[config.mk]
export PLATFORM = sky130hd
export DESIGN_NAME = card_uart_rx
export DESIGN_NICKNAME = d
export VERILOG_FILES = /design/src/rtl/card_uart_rx_pkg.sv /design/src/rtl/card_uart_rx_ctrl.sv /design/src/rtl/card_uart_rx_data.sv /design/src/rtl/card_uart_rx.sv
export SDC_FILE = /design/constraint.sdc
export NUM_CORES = 1
export LEC_CHECK = 0
export ABC_CLOCK_PERIOD_IN_PS = 3250
export CORE_MARGIN = 1
export CORE_UTILIZATION = 51
export CTS_CLUSTER_SIZE = 12
export DETAILED_ROUTE_END_ITERATION = 8
export PLACE_DENSITY_LB_ADDON = 0.1
export SETUP_SLACK_MARGIN = 0.5
export SLEW_MARGIN = 25
export SYNTH_ARGS = -nofsm -noshare
export SYNTH_HDL_FRONTEND = slang
export SYNTH_SLANG_ARGS = --single-unit
[constraint.sdc]
create_clock -name clk -period 3.25 [get_ports clk]
set_input_delay 0.65 -clock clk [delete_from_list [all_inputs] [get_ports clk]]
set_output_delay 0.65 -clock clk [all_outputs]
set_load 0.01 [all_outputs]
[src/rtl/card_uart_rx_pkg.sv]
package card_uart_rx_pkg;

  typedef enum logic [2:0] {
    S_IDLE, S_START, S_DATA, S_PAR, S_STOP, S_HOLD
  } rxState_t;

  // Strobes from the bit-level control to the storage datapath.
  typedef struct packed {
    logic       push;
    logic [7:0] data;
    logic       parErr;
    logic       frmErr;
    logic       brkErr;
    logic       bitTick;
    logic       busy;
  } rxStrobe_t;

endpackage

[src/rtl/card_uart_rx_ctrl.sv]
module card_uart_rx_ctrl
  import card_uart_rx_pkg::*;
#(
  parameter int OSR = 16
) (
  input  logic       clk,
  input  logic       rstN,
  input  logic       sampleTick,
  input  logic       rxLine,
  input  logic [1:0] charLen,
  input  logic       parityOff,
  input  logic       parityOdd,
  output rxStrobe_t  strobe
);
  localparam int CW = $clog2(OSR);
  localparam logic [CW-1:0] MID  = CW'(OSR/2 - 1);
  localparam logic [CW-1:0] LAST = CW'(OSR - 1);

  rxState_t      state;
  logic [1:0]    syncQ;
  logic          rxS;
  logic [CW-1:0] tickCnt;
  logic [CW-1:0] prescale;
  logic [2:0]    bitIdx;
  logic [7:0]    shiftReg;
  logic          parAcc;
  logic          allZero;
  logic          pushQ, parQ, frmQ, brkQ;
  logic [7:0]    dataQ;
  logic [2:0]    lastIdx;
  logic          atSample;

  assign rxS      = syncQ[1];
  assign lastIdx  = 3'd7 - {1'b0, charLen};
  assign atSample = sampleTick && (tickCnt == LAST);

  always_ff @(posedge clk or negedge rstN) begin
    if (!rstN) begin
      syncQ    <= 2'b11;
      prescale <= '0;
    end else begin
      syncQ <= {syncQ[0], rxLine};
      if (sampleTick) prescale <= prescale + 1'b1;
    end
  end

  always_ff @(posedge clk or negedge rstN) begin
    if (!rstN) begin
      state    <= S_IDLE;
      tickCnt  <= '0;
      bitIdx   <= '0;
      shiftReg <= '0;
      parAcc   <= 1'b0;
      allZero  <= 1'b0;
      pushQ    <= 1'b0;
      parQ     <= 1'b0;
      frmQ     <= 1'b0;
      brkQ     <= 1'b0;
      dataQ    <= '0;
    end else begin
      pushQ <= 1'b0;
      unique case (state)
        S_IDLE: begin
          if (sampleTick && !rxS) begin
            state   <= S_START;
            tickCnt <= '0;
          end
        end
        S_START: begin
          if (sampleTick) begin
            if (tickCnt == MID) begin
              tickCnt <= '0;
              if (!rxS) begin
                state    <= S_DATA;
                bitIdx   <= '0;
                shiftReg <= '0;
                parAcc   <= 1'b0;
                allZero  <= 1'b1;
              end else begin
                state <= S_IDLE;
              end
            end else begin
              tickCnt <= tickCnt + 1'b1;
            end
          end
        end
        S_DATA: begin
          if (atSample) begin
            tickCnt          <= '0;
            shiftReg[bitIdx] <= rxS;
            parAcc           <= parAcc ^ rxS;
            allZero          <= allZero & ~rxS;
            if (bitIdx == lastIdx) state <= parityOff ? S_STOP : S_PAR;
            else                   bitIdx <= bitIdx + 1'b1;
          end else if (sampleTick) begin
            tickCnt <= tickCnt + 1'b1;
          end
        end
        S_PAR: begin
          if (atSample) begin
            tickCnt <= '0;
            parAcc  <= parAcc ^ rxS;
            allZero <= allZero & ~rxS;
            state   <= S_STOP;
          end else if (sampleTick) begin
            tickCnt <= tickCnt + 1'b1;
          end
        end
        S_STOP: begin
          if (atSample) begin
            tickCnt <= '0;
            pushQ   <= 1'b1;
            dataQ   <= shiftReg;
            parQ    <= !parityOff && (parAcc ^ parityOdd);
            frmQ    <= !rxS;
            brkQ    <= !rxS && allZero;
            state   <= rxS ? S_IDLE : S_HOLD;
          end else if (sampleTick) begin
            tickCnt <= tickCnt + 1'b1;
          end
        end
        S_HOLD: begin
          if (rxS) state <= S_IDLE;
        end
        default: state <= S_IDLE;
      endcase
    end
  end

  always_comb begin
    strobe.push    = pushQ;
    strobe.data    = dataQ;
    strobe.parErr  = parQ;
    strobe.frmErr  = frmQ;
    strobe.brkErr  = brkQ;
    strobe.bitTick = sampleTick && (prescale == LAST);
    strobe.busy    = (state != S_IDLE);
  end

  // a character is only handed over after the stop-bit sample
  assert_push_after_stop_R1: assert property (@(posedge clk) disable iff (!rstN)
    pushQ |-> $past(state == S_STOP));

  // a break always carries a frame error with it
  assert_break_has_frame_R7: assert property (@(posedge clk) disable iff (!rstN)
    brkQ |-> frmQ);

  // after a low stop sample the receiver waits for the line to go high
  assert_hold_until_high_R7: assert property (@(posedge clk) disable iff (!rstN)
    (state == S_HOLD && !rxS) |=> state == S_HOLD);

endmodule

[src/rtl/card_uart_rx_data.sv]
module card_uart_rx_data
  import card_uart_rx_pkg::*;
#(
  parameter int DEPTH = 4,
  parameter int TO_W  = 8
) (
  input  logic            clk,
  input  logic            rstN,
  input  rxStrobe_t       strobe,
  input  logic [1:0]      trigLevel,
  input  logic [TO_W-1:0] toCount,
  input  logic            rdEn,
  input  logic [2:0]      errClr,
  input  logic            toClr,
  output logic [7:0]      rdData,
  output logic            rxEmpty,
  output logic            rxFull,
  output logic            rdaStatus,
  output logic            toFlag,
  output logic            parityErr,
  output logic            frameErr,
  output logic            breakErr
);
  localparam int PW = (DEPTH > 1) ? $clog2(DEPTH) : 1;
  localparam int NW = $clog2(DEPTH + 1);
  localparam logic [NW-1:0] FULLN = NW'(DEPTH);

  logic [7:0]      mem [DEPTH];
  logic [PW-1:0]   wrPtr, rdPtr;
  logic [NW-1:0]   count;
  logic [NW-1:0]   thr;
  logic [TO_W-1:0] toCnt;
  logic            doPush, doPop;

  assign doPush    = strobe.push && (count != FULLN);
  assign doPop     = rdEn && (count != '0);
  assign rxEmpty   = (count == '0);
  assign rxFull    = (count == FULLN);
  assign rdData    = mem[rdPtr];
  assign rdaStatus = (count >= thr);

  always_comb begin
    unique case (trigLevel)
      2'd0:    thr = NW'(1);
      2'd1:    thr = NW'(2);
      default: thr = NW'(3);
    endcase
  end

  function automatic logic [PW-1:0] nextPtr(input logic [PW-1:0] p);
    return (p == PW'(DEPTH - 1)) ? '0 : p + 1'b1;
  endfunction

  always_ff @(posedge clk or negedge rstN) begin
    if (!rstN) begin
      wrPtr <= '0;
      rdPtr <= '0;
      count <= '0;
      for (int i = 0; i < DEPTH; i++) mem[i] <= '0;
    end else begin
      if (doPush) begin
        mem[wrPtr] <= strobe.data;
        wrPtr      <= nextPtr(wrPtr);
      end
      if (doPop) rdPtr <= nextPtr(rdPtr);
      if (doPush && !doPop)      count <= count + 1'b1;
      else if (doPop && !doPush) count <= count - 1'b1;
    end
  end

  always_ff @(posedge clk or negedge rstN) begin
    if (!rstN) begin
      parityErr <= 1'b0;
      frameErr  <= 1'b0;
      breakErr  <= 1'b0;
    end else begin
      if (strobe.push && strobe.parErr) parityErr <= 1'b1;
      else if (errClr[0])               parityErr <= 1'b0;
      if (strobe.push && strobe.frmErr) frameErr <= 1'b1;
      else if (errClr[1])               frameErr <= 1'b0;
      if (strobe.push && strobe.brkErr) breakErr <= 1'b1;
      else if (errClr[2])               breakErr <= 1'b0;
    end
  end

  always_ff @(posedge clk or negedge rstN) begin
    if (!rstN) begin
      toCnt  <= '0;
      toFlag <= 1'b0;
    end else begin
      if (toCount == '0 || count == '0 || strobe.push || doPop || strobe.busy) begin
        toCnt <= '0;
      end else if (strobe.bitTick && toCnt != toCount) begin
        toCnt <= toCnt + 1'b1;
      end
      if (toCount != '0 && count != '0 && !strobe.push && !doPop && !strobe.busy &&
          strobe.bitTick && toCnt != toCount && (toCnt + 1'b1) == toCount)
        toFlag <= 1'b1;
      else if (toClr)
        toFlag <= 1'b0;
    end
  end

  // occupancy never exceeds the queue depth
  assert_no_overflow_R3: assert property (@(posedge clk) disable iff (!rstN)
    count <= FULLN);

  // a character arriving while full leaves the queue full and unchanged
  assert_drop_when_full_R3: assert property (@(posedge clk) disable iff (!rstN)
    (rxFull && strobe.push && !rdEn) |=> (rxFull && $stable(wrPtr)));

  // empty and full are never reported together
  assert_empty_full_excl_R4: assert property (@(posedge clk) disable iff (!rstN)
    !(rxEmpty && rxFull));

  // a write-1 on the parity bit clears it unless a new error arrives
  assert_w1c_parity_R8: assert property (@(posedge clk) disable iff (!rstN)
    (errClr[0] && !(strobe.push && strobe.parErr)) |=> !parityErr);

  // the timeout flag only rises while data is waiting
  assert_timeout_needs_data_R9: assert property (@(posedge clk) disable iff (!rstN)
    $rose(toFlag) |-> $past(count != '0));

endmodule

[src/rtl/card_uart_rx.sv]
module card_uart_rx
  import card_uart_rx_pkg::*;
#(
  parameter int OSR   = 16,
  parameter int DEPTH = 4,
  parameter int TO_W  = 8
) (
  input  logic            clk,
  input  logic            rstN,
  input  logic            sampleTick,
  input  logic            rxLine,
  input  logic [1:0]      charLen,
  input  logic            parityOff,
  input  logic            parityOdd,
  input  logic [1:0]      trigLevel,
  input  logic [TO_W-1:0] toCount,
  input  logic            rdEn,
  input  logic [2:0]      errClr,
  input  logic            toClr,
  input  logic            ieRda,
  input  logic            ieTo,
  input  logic            ieErr,
  output logic [7:0]      rdData,
  output logic            rxEmpty,
  output logic            rxFull,
  output logic            rdaStatus,
  output logic            toFlag,
  output logic            parityErr,
  output logic            frameErr,
  output logic            breakErr,
  output logic            irq
);
  rxStrobe_t strobe;

  card_uart_rx_ctrl #(.OSR(OSR)) i_ctrl (
    .clk(clk), .rstN(rstN), .sampleTick(sampleTick), .rxLine(rxLine),
    .charLen(charLen), .parityOff(parityOff), .parityOdd(parityOdd),
    .strobe(strobe)
  );

  card_uart_rx_data #(.DEPTH(DEPTH), .TO_W(TO_W)) i_data (
    .clk(clk), .rstN(rstN), .strobe(strobe), .trigLevel(trigLevel),
    .toCount(toCount), .rdEn(rdEn), .errClr(errClr), .toClr(toClr),
    .rdData(rdData), .rxEmpty(rxEmpty), .rxFull(rxFull), .rdaStatus(rdaStatus),
    .toFlag(toFlag), .parityErr(parityErr), .frameErr(frameErr), .breakErr(breakErr)
  );

  assign irq = (rdaStatus & ieRda) | (toFlag & ieTo) |
               ((parityErr | frameErr | breakErr) & ieErr);

  // the line never rises without an enabled source behind it
  assert_irq_source_R10: assert property (@(posedge clk) disable iff (!rstN)
    irq |-> ((ieRda && rdaStatus) || (ieTo && toFlag) ||
             (ieErr && (parityErr || frameErr || breakErr))));

endmodule

# After elaboration in Yosys (flattened, before gate mapping)
# Cells that the tools add are included.
# word_totals
inputBits	26
out_inout_bits	16
word_cells	202
register_bits	89
# classes
n_bitwise	13
add_sub_neg	9
n_lt_le_gt_ge	6
n_eq_ne	28
reduce_logical	56
n_mux	65
# op_table
operator	n
8-bit two-way mux	9
3-bit two-way mux	17
32-bit bitwise mux	1
1-bit logical AND	22
4-bit two-way mux	5
1-bit two-way mux	19
3-bit one-hot mux with 6 select lines	1
8-bit binary-select mux with 2-bit select	1
8-bit demux with 2-bit select	1
2-bit by 1-bit != test with 1-bit output (second input constant)	8
8-bit one-hot mux with 2 select lines	1
2-bit nonzero test	8
4-bit one-hot mux with 3 select lines	1
5-bit AND reduction	2
3-bit equality test (second input constant)	3
3-bit nonzero test	3
4-bit by 1-bit adder with 4-bit output (second input constant)	2
8-bit by 1-bit adder with 8-bit output (second input constant)	1
8-bit bitwise mux	1
4-bit equality test (second input constant)	2
8-bit equality test	1
8-bit zero test	1
8-bit != test	1
8-bit AND reduction	1
other kinds (38)	65

# Depth between registers and ports, before layout
# depth
word_depth	9
mapped_depth	9
depth_no_buf	8

# Modules after synthesis
# A second synthesis with hierarchy kept.
# hier_totals
hier_cells	414
area_unflattened_um2	4708.3
# modules_own_cells
mod	seq_area_each_um2	area_each_um2	n_inst	cells_per_inst
card_uart_rx_data	1276.2	2665.1	1	218
card_uart_rx_ctrl	953.4	2024.4	1	193
card_uart_rx	0.0	18.8	1	3

# Least setup slack after synthesis
# Ideal clock, no wire load.
# synth_timing
kind	input-to-output
from	input port trigLevel[1]
to	output port irq
path_slack_ns	0.747
arrival_time_ns	1.853
cell_stages	5
cell_sequence	nand2b_1 > ha_1 > nand2b_1 > a211o_1 > a221o_1
# synth_between
elab_chain_len	6
word_cells_on_any_way	7
# synth_lines
item	line_no	text
start: declaration	card_uart_rx.sv:15	input logic [1:0] trigLevel,
2-bit by 1-bit equality test with 1-bit output or 2-bit zero test (tied branches)	card_uart_rx_data.sv:43	unique case (trigLevel)
2-bit one-hot mux with 2 select lines (*)	card_uart_rx_data.sv:43	
3-bit by 2-bit greater-or-equal comparator with 1-bit output (*)	card_uart_rx_data.sv:40	assign rdaStatus = (count >= thr);
net rdaStatus	card_uart_rx.sv:26	output logic rdaStatus,
1-bit bitwise AND (*)	card_uart_rx.sv:48	assign irq = (rdaStatus & ieRda) | (toFlag & ieTo) |
1-bit bitwise OR (*) (2 in series)	card_uart_rx.sv:48	
end: declaration	card_uart_rx.sv:31	output logic irq
# Mark *: on every way through the listed nets, which the timed path passes. The rest lies on a longest branch.

# Final worst setup path
# layout_timing
from	register i_data.rdPtr[0]
to	output port rdData[1]
# layout_between
elab_chain_len	4
# layout_lines
item	line_no	text
start: declaration	card_uart_rx_data.sv:29	logic [PW-1:0] wrPtr, rdPtr;
start signal: assignment	card_uart_rx_data.sv:65	if (doPop) rdPtr <= nextPtr(rdPtr);
2-bit NOT with 3-bit output (implied by the code)	card_uart_rx_data.sv:39	assign rdData = mem[rdPtr];
8-bit binary-select mux with 2-bit select	card_uart_rx_data.sv:39	
8-bit two-way mux (implied by the code) (2 in series)	card_uart_rx_data.sv:39	
end: declaration	card_uart_rx.sv:23	output logic [7:0] rdData,
# Every way passes these cells. The select of a mux whose other input is x is not followed.

==> results.py <==
metrics = {
    "run_status": {
        "status": "finished, final reports clean",
    },
    "route": {
        "wl_per_cell_um": 15.6,
        "ant_nets": 0,
        "vias_per_cell": 5.64,
        "drc": 0,
        "drtIter0Drc": 126,
        "drt_wl_total_mm": 9.01,
        "drtPass1Iterations": 4,
        "vias": 3249,
    },
    "global_routing": {
        "grt_max_degree": 61,
        "grt_pass1_wl_mm": 15.8,
        "antenna_found_initial": 0,
        "globalRouteTotalUtil_pct": 20.8,
        "grt_overflow": 0,
        "grt_pass1_vias": 3151,
    },
    "pwr": {
        "worst_ir_drop_vdd_v": 0.000428,
        "p_leak_nw": 2.37,
        "total_power_mw": 3.02,
        "powerDensity_nw_per_um2": 564,
    },
    "clock_network": {
        "clk_latency_ns": 0.35,
        "cts_sinks": 89,
        "path_clk_slew_ns": 0.09,
        "cts_buffers": 9,
        "post_cts_buffers": 0,
        "htree_levels": 3,
        "cts_tree": "built",
        "clockBufferDepth": 2,
        "cts_root_buffer": "clkbuf_8",
    },
    "setup_path": {
        "rrSetupSlack_ns": 1.02,
        "crit_path_end_kind": "output pin",
        "reg2regPathDepth": 8,
        "path_cells": "mux4_2, clkdlybuf4s50_1",
        "worstSetupStartpointType": "flop",
        "worstPathRequired_ns": 2.60,
        "critPathMaxStageDelay_ns": 0.59,
        "cpMaxStageDelayCell": "dfrtp_2",
        "timing.rr.end": "i_data.count[2]",
        "crit_type": "flop to output pin",
        "cp_max_fo": 11,
        "worstPathArrival_ns": 2.02,
        "r2r_start": "i_data.count[2]",
    },
    "floorplan": {
        "dieArea_um2": 9460,
        "core_um2": 8760,
        "die_x_um": 97.3,
        "ios": 42,
        "rows": 34,
        "start_util_pct": 52.8,
        "dieHeight_um": 97.3,
    },
    "timing": {
        "worstMarginPinSlew_ns": 0.789,
        "setup_tns_ns": 0,
        "setup_slack_ns": 0.580,
        "fmax_mhz": 374,
        "grt_setup_unrepaired": "false",
        "hold_viol": 0,
        "final.period_utilization_pct": 82.2,
        "drv_slew": 0,
        "setup_viol": 0,
        "skew_ns": 0.0124,
        "slew_headroom_pct": 47.4,
        "post-route-min-period_ns": 2.67,
        "hold_slack_ns": 0.358,
    },
    "yosys": {
        "synth-edff-count": 0,
        "synthesis.nets": 463,
        "yosys_register_bits": 89,
        "synth_area_per_cell_um2": 10.9,
        "syn_area_um2": 4630,
        "synth_cells": 424,
        "ys_seq_area_share_pct": 48.2,
        "yosysUniqueCellTypes": 57,
        "synth_top_flop_cell": "dfrtp_1",
        "yosysWarnings": 0,
        "async_flop_share_pct": 100,
    },
    "place": {
        "placed_cells": 560,
        "gp_congestion": 0.829,
        "dpl_cell_area_um2": 5130,
        "pre_cts_slack_ns": -0.136,
        "port_buffers": 41,
        "place_hpwl_mm": 6.35,
    },
    "cells_and_area": {
        "area_delta_synth_final_pct": 15.6,
        "layout-drive-gt1-share_pct": 17.7,
        "finalNonFillerCells": 576,
        "n_antenna_cell": 0,
        "final_core_util_pct": 61.0,
        "stdcell_area_um2": 5350,
        "nets": 502,
    },
    "flow_run": {
        "drv_cap": 0,
    },
    "worst_hold_path": {
        "hold_path_class": "input port to asynchronous set/reset pin",
    },
}
## cell usage in the layout, fill, tap and decap left out, types with 6 or more instances in the layout
| cell | synthesis | final |
|---|---|---|
| mux2_2 | 35 | 35 |
| o21ai_1 | 13 | 13 |
| xor2_1 | 16 | 16 |
| o21ai_0 | 20 | 20 |
| a211oi_1 | 7 | 7 |
| mux4_2 | 8 | 8 |
| nor2_1 | 25 | 25 |
| nand2_1 | 53 | 53 |
| nand3_1 | 6 | 6 |
| ha_1 | 12 | 11 |
| clkbuf_8 | 0 | 10 |
| inv_1 | 18 | 18 |
| xnor2_1 | 14 | 14 |
| dfrtp_1 | 87 | 85 |
| nand4_1 | 6 | 6 |
| clkdlybuf4s50_1 | 0 | 36 |
| a21oi_1 | 12 | 12 |
## where the power goes
part           internal (mW)  switching (mW)  leakage, nW
combinational          0.396           0.392         1.07
clock                  0.381           0.395       0.0962
sequential              1.23           0.224         1.20
## critical path: cells and delay by family, from the launching register on
family | cells | cell delay (ns)
buf+inv | 1 | 0.49
flops | 1 | 0.59
mux | 1 | 0.58
## per-layer routing
| layer | routed length (um) | vias up | GRT usage [%] |
|---|---|---|---|
| li1 | - | 1576 | - |
| met1 | 4330 | 1614 | 29.2 |
| met2 | 4380 | 55 | 33.0 |
| met3 | 257 | 4 | 3.81 |
| met4 | 48 | 0 | 6.11 |
| met5 | 0 | - | 0 |
## sequential cells by signal, indices dropped and copies added (netlist names), 3 cells and up
signal,flops
i_data.mem,32
i_ctrl.dataQ,8
i_ctrl.shiftReg,8
i_data.toCnt,8
i_ctrl.prescale,4
i_ctrl.tickCnt,4
i_ctrl.bitIdx,3
i_ctrl.state,3
i_data.count,3
## cell type report
cell class,count,area [um2]
inverter,19,71.3
multi-input combinational,301,2290
clock buffer,11,141
sequential,89,2230
tap,108,135
fill,733,3420
timing repair buffer,43,419
clock inverter,5,62.6
## cell families after synthesis
| kind of cell | count (synthesis) | share of synthesized area (%) |
|---|---|---|
| DFF | 89 | 48.2 |
| muxes | 47 | 13.3 |
| adders and majority gates | 13 | 3.68 |
| buffers and inverters | 34 | 3.00 |
| xor gates and xnor gates | 32 | 6.38 |
| and+or+nand+nor | 126 | 13.5 |
| AOI/OAI and AO/OA | 83 | 11.9 |
## what timing repair did
item / in CTS / in global routing
setup endpoints to repair: 10 / 1
resized for setup: 9 / 7
pin swaps: 1 / 2
hold buffers: 0 / 0
## synth_stat cells, types with 3 or more instances
master      n  share of area [%]
buf_2       9               0.97
a211oi_1    7                1.1
clkbuf_1    5               0.41
ha_1       12                3.2
nand2_1    53                4.3
o21ai_1    13                1.4
xor2_1     16                3.0
nand2b_1    6               0.81
nand3_1     6               0.65
inv_1      18                1.5
dfrtp_1    87                 47
mux2_2     35                8.5
o21ai_0    20                2.2
o31ai_1     4               0.65
nor4_1      3               0.41
a21oi_1    12                1.3
mux2i_1     3               0.65
o2bb2ai_1   4               0.76
a31oi_1     3               0.41
a21o_1      3               0.49
nor2b_1     4               0.54
nor3_1      4               0.43
nor3b_1     3               0.49
nor2_1     25                2.0
and3_1      3               0.41
xnor2_1    14                2.7
mux4_2      8                3.9
nand4_1     6               0.81
## worst max-delay path by stage
stage	end	startpoint
detailed placement	irq	trigLevel[1]
finish	rdData[1]	i_data.rdPtr[0]
CTS	irq	trigLevel[1]
floorplan	irq	trigLevel[1]
global placement	irq	trigLevel[1]
global route	rdData[1]	i_data.rdPtr[0]
No activity file was read; power rests on OpenSTA's default activity.
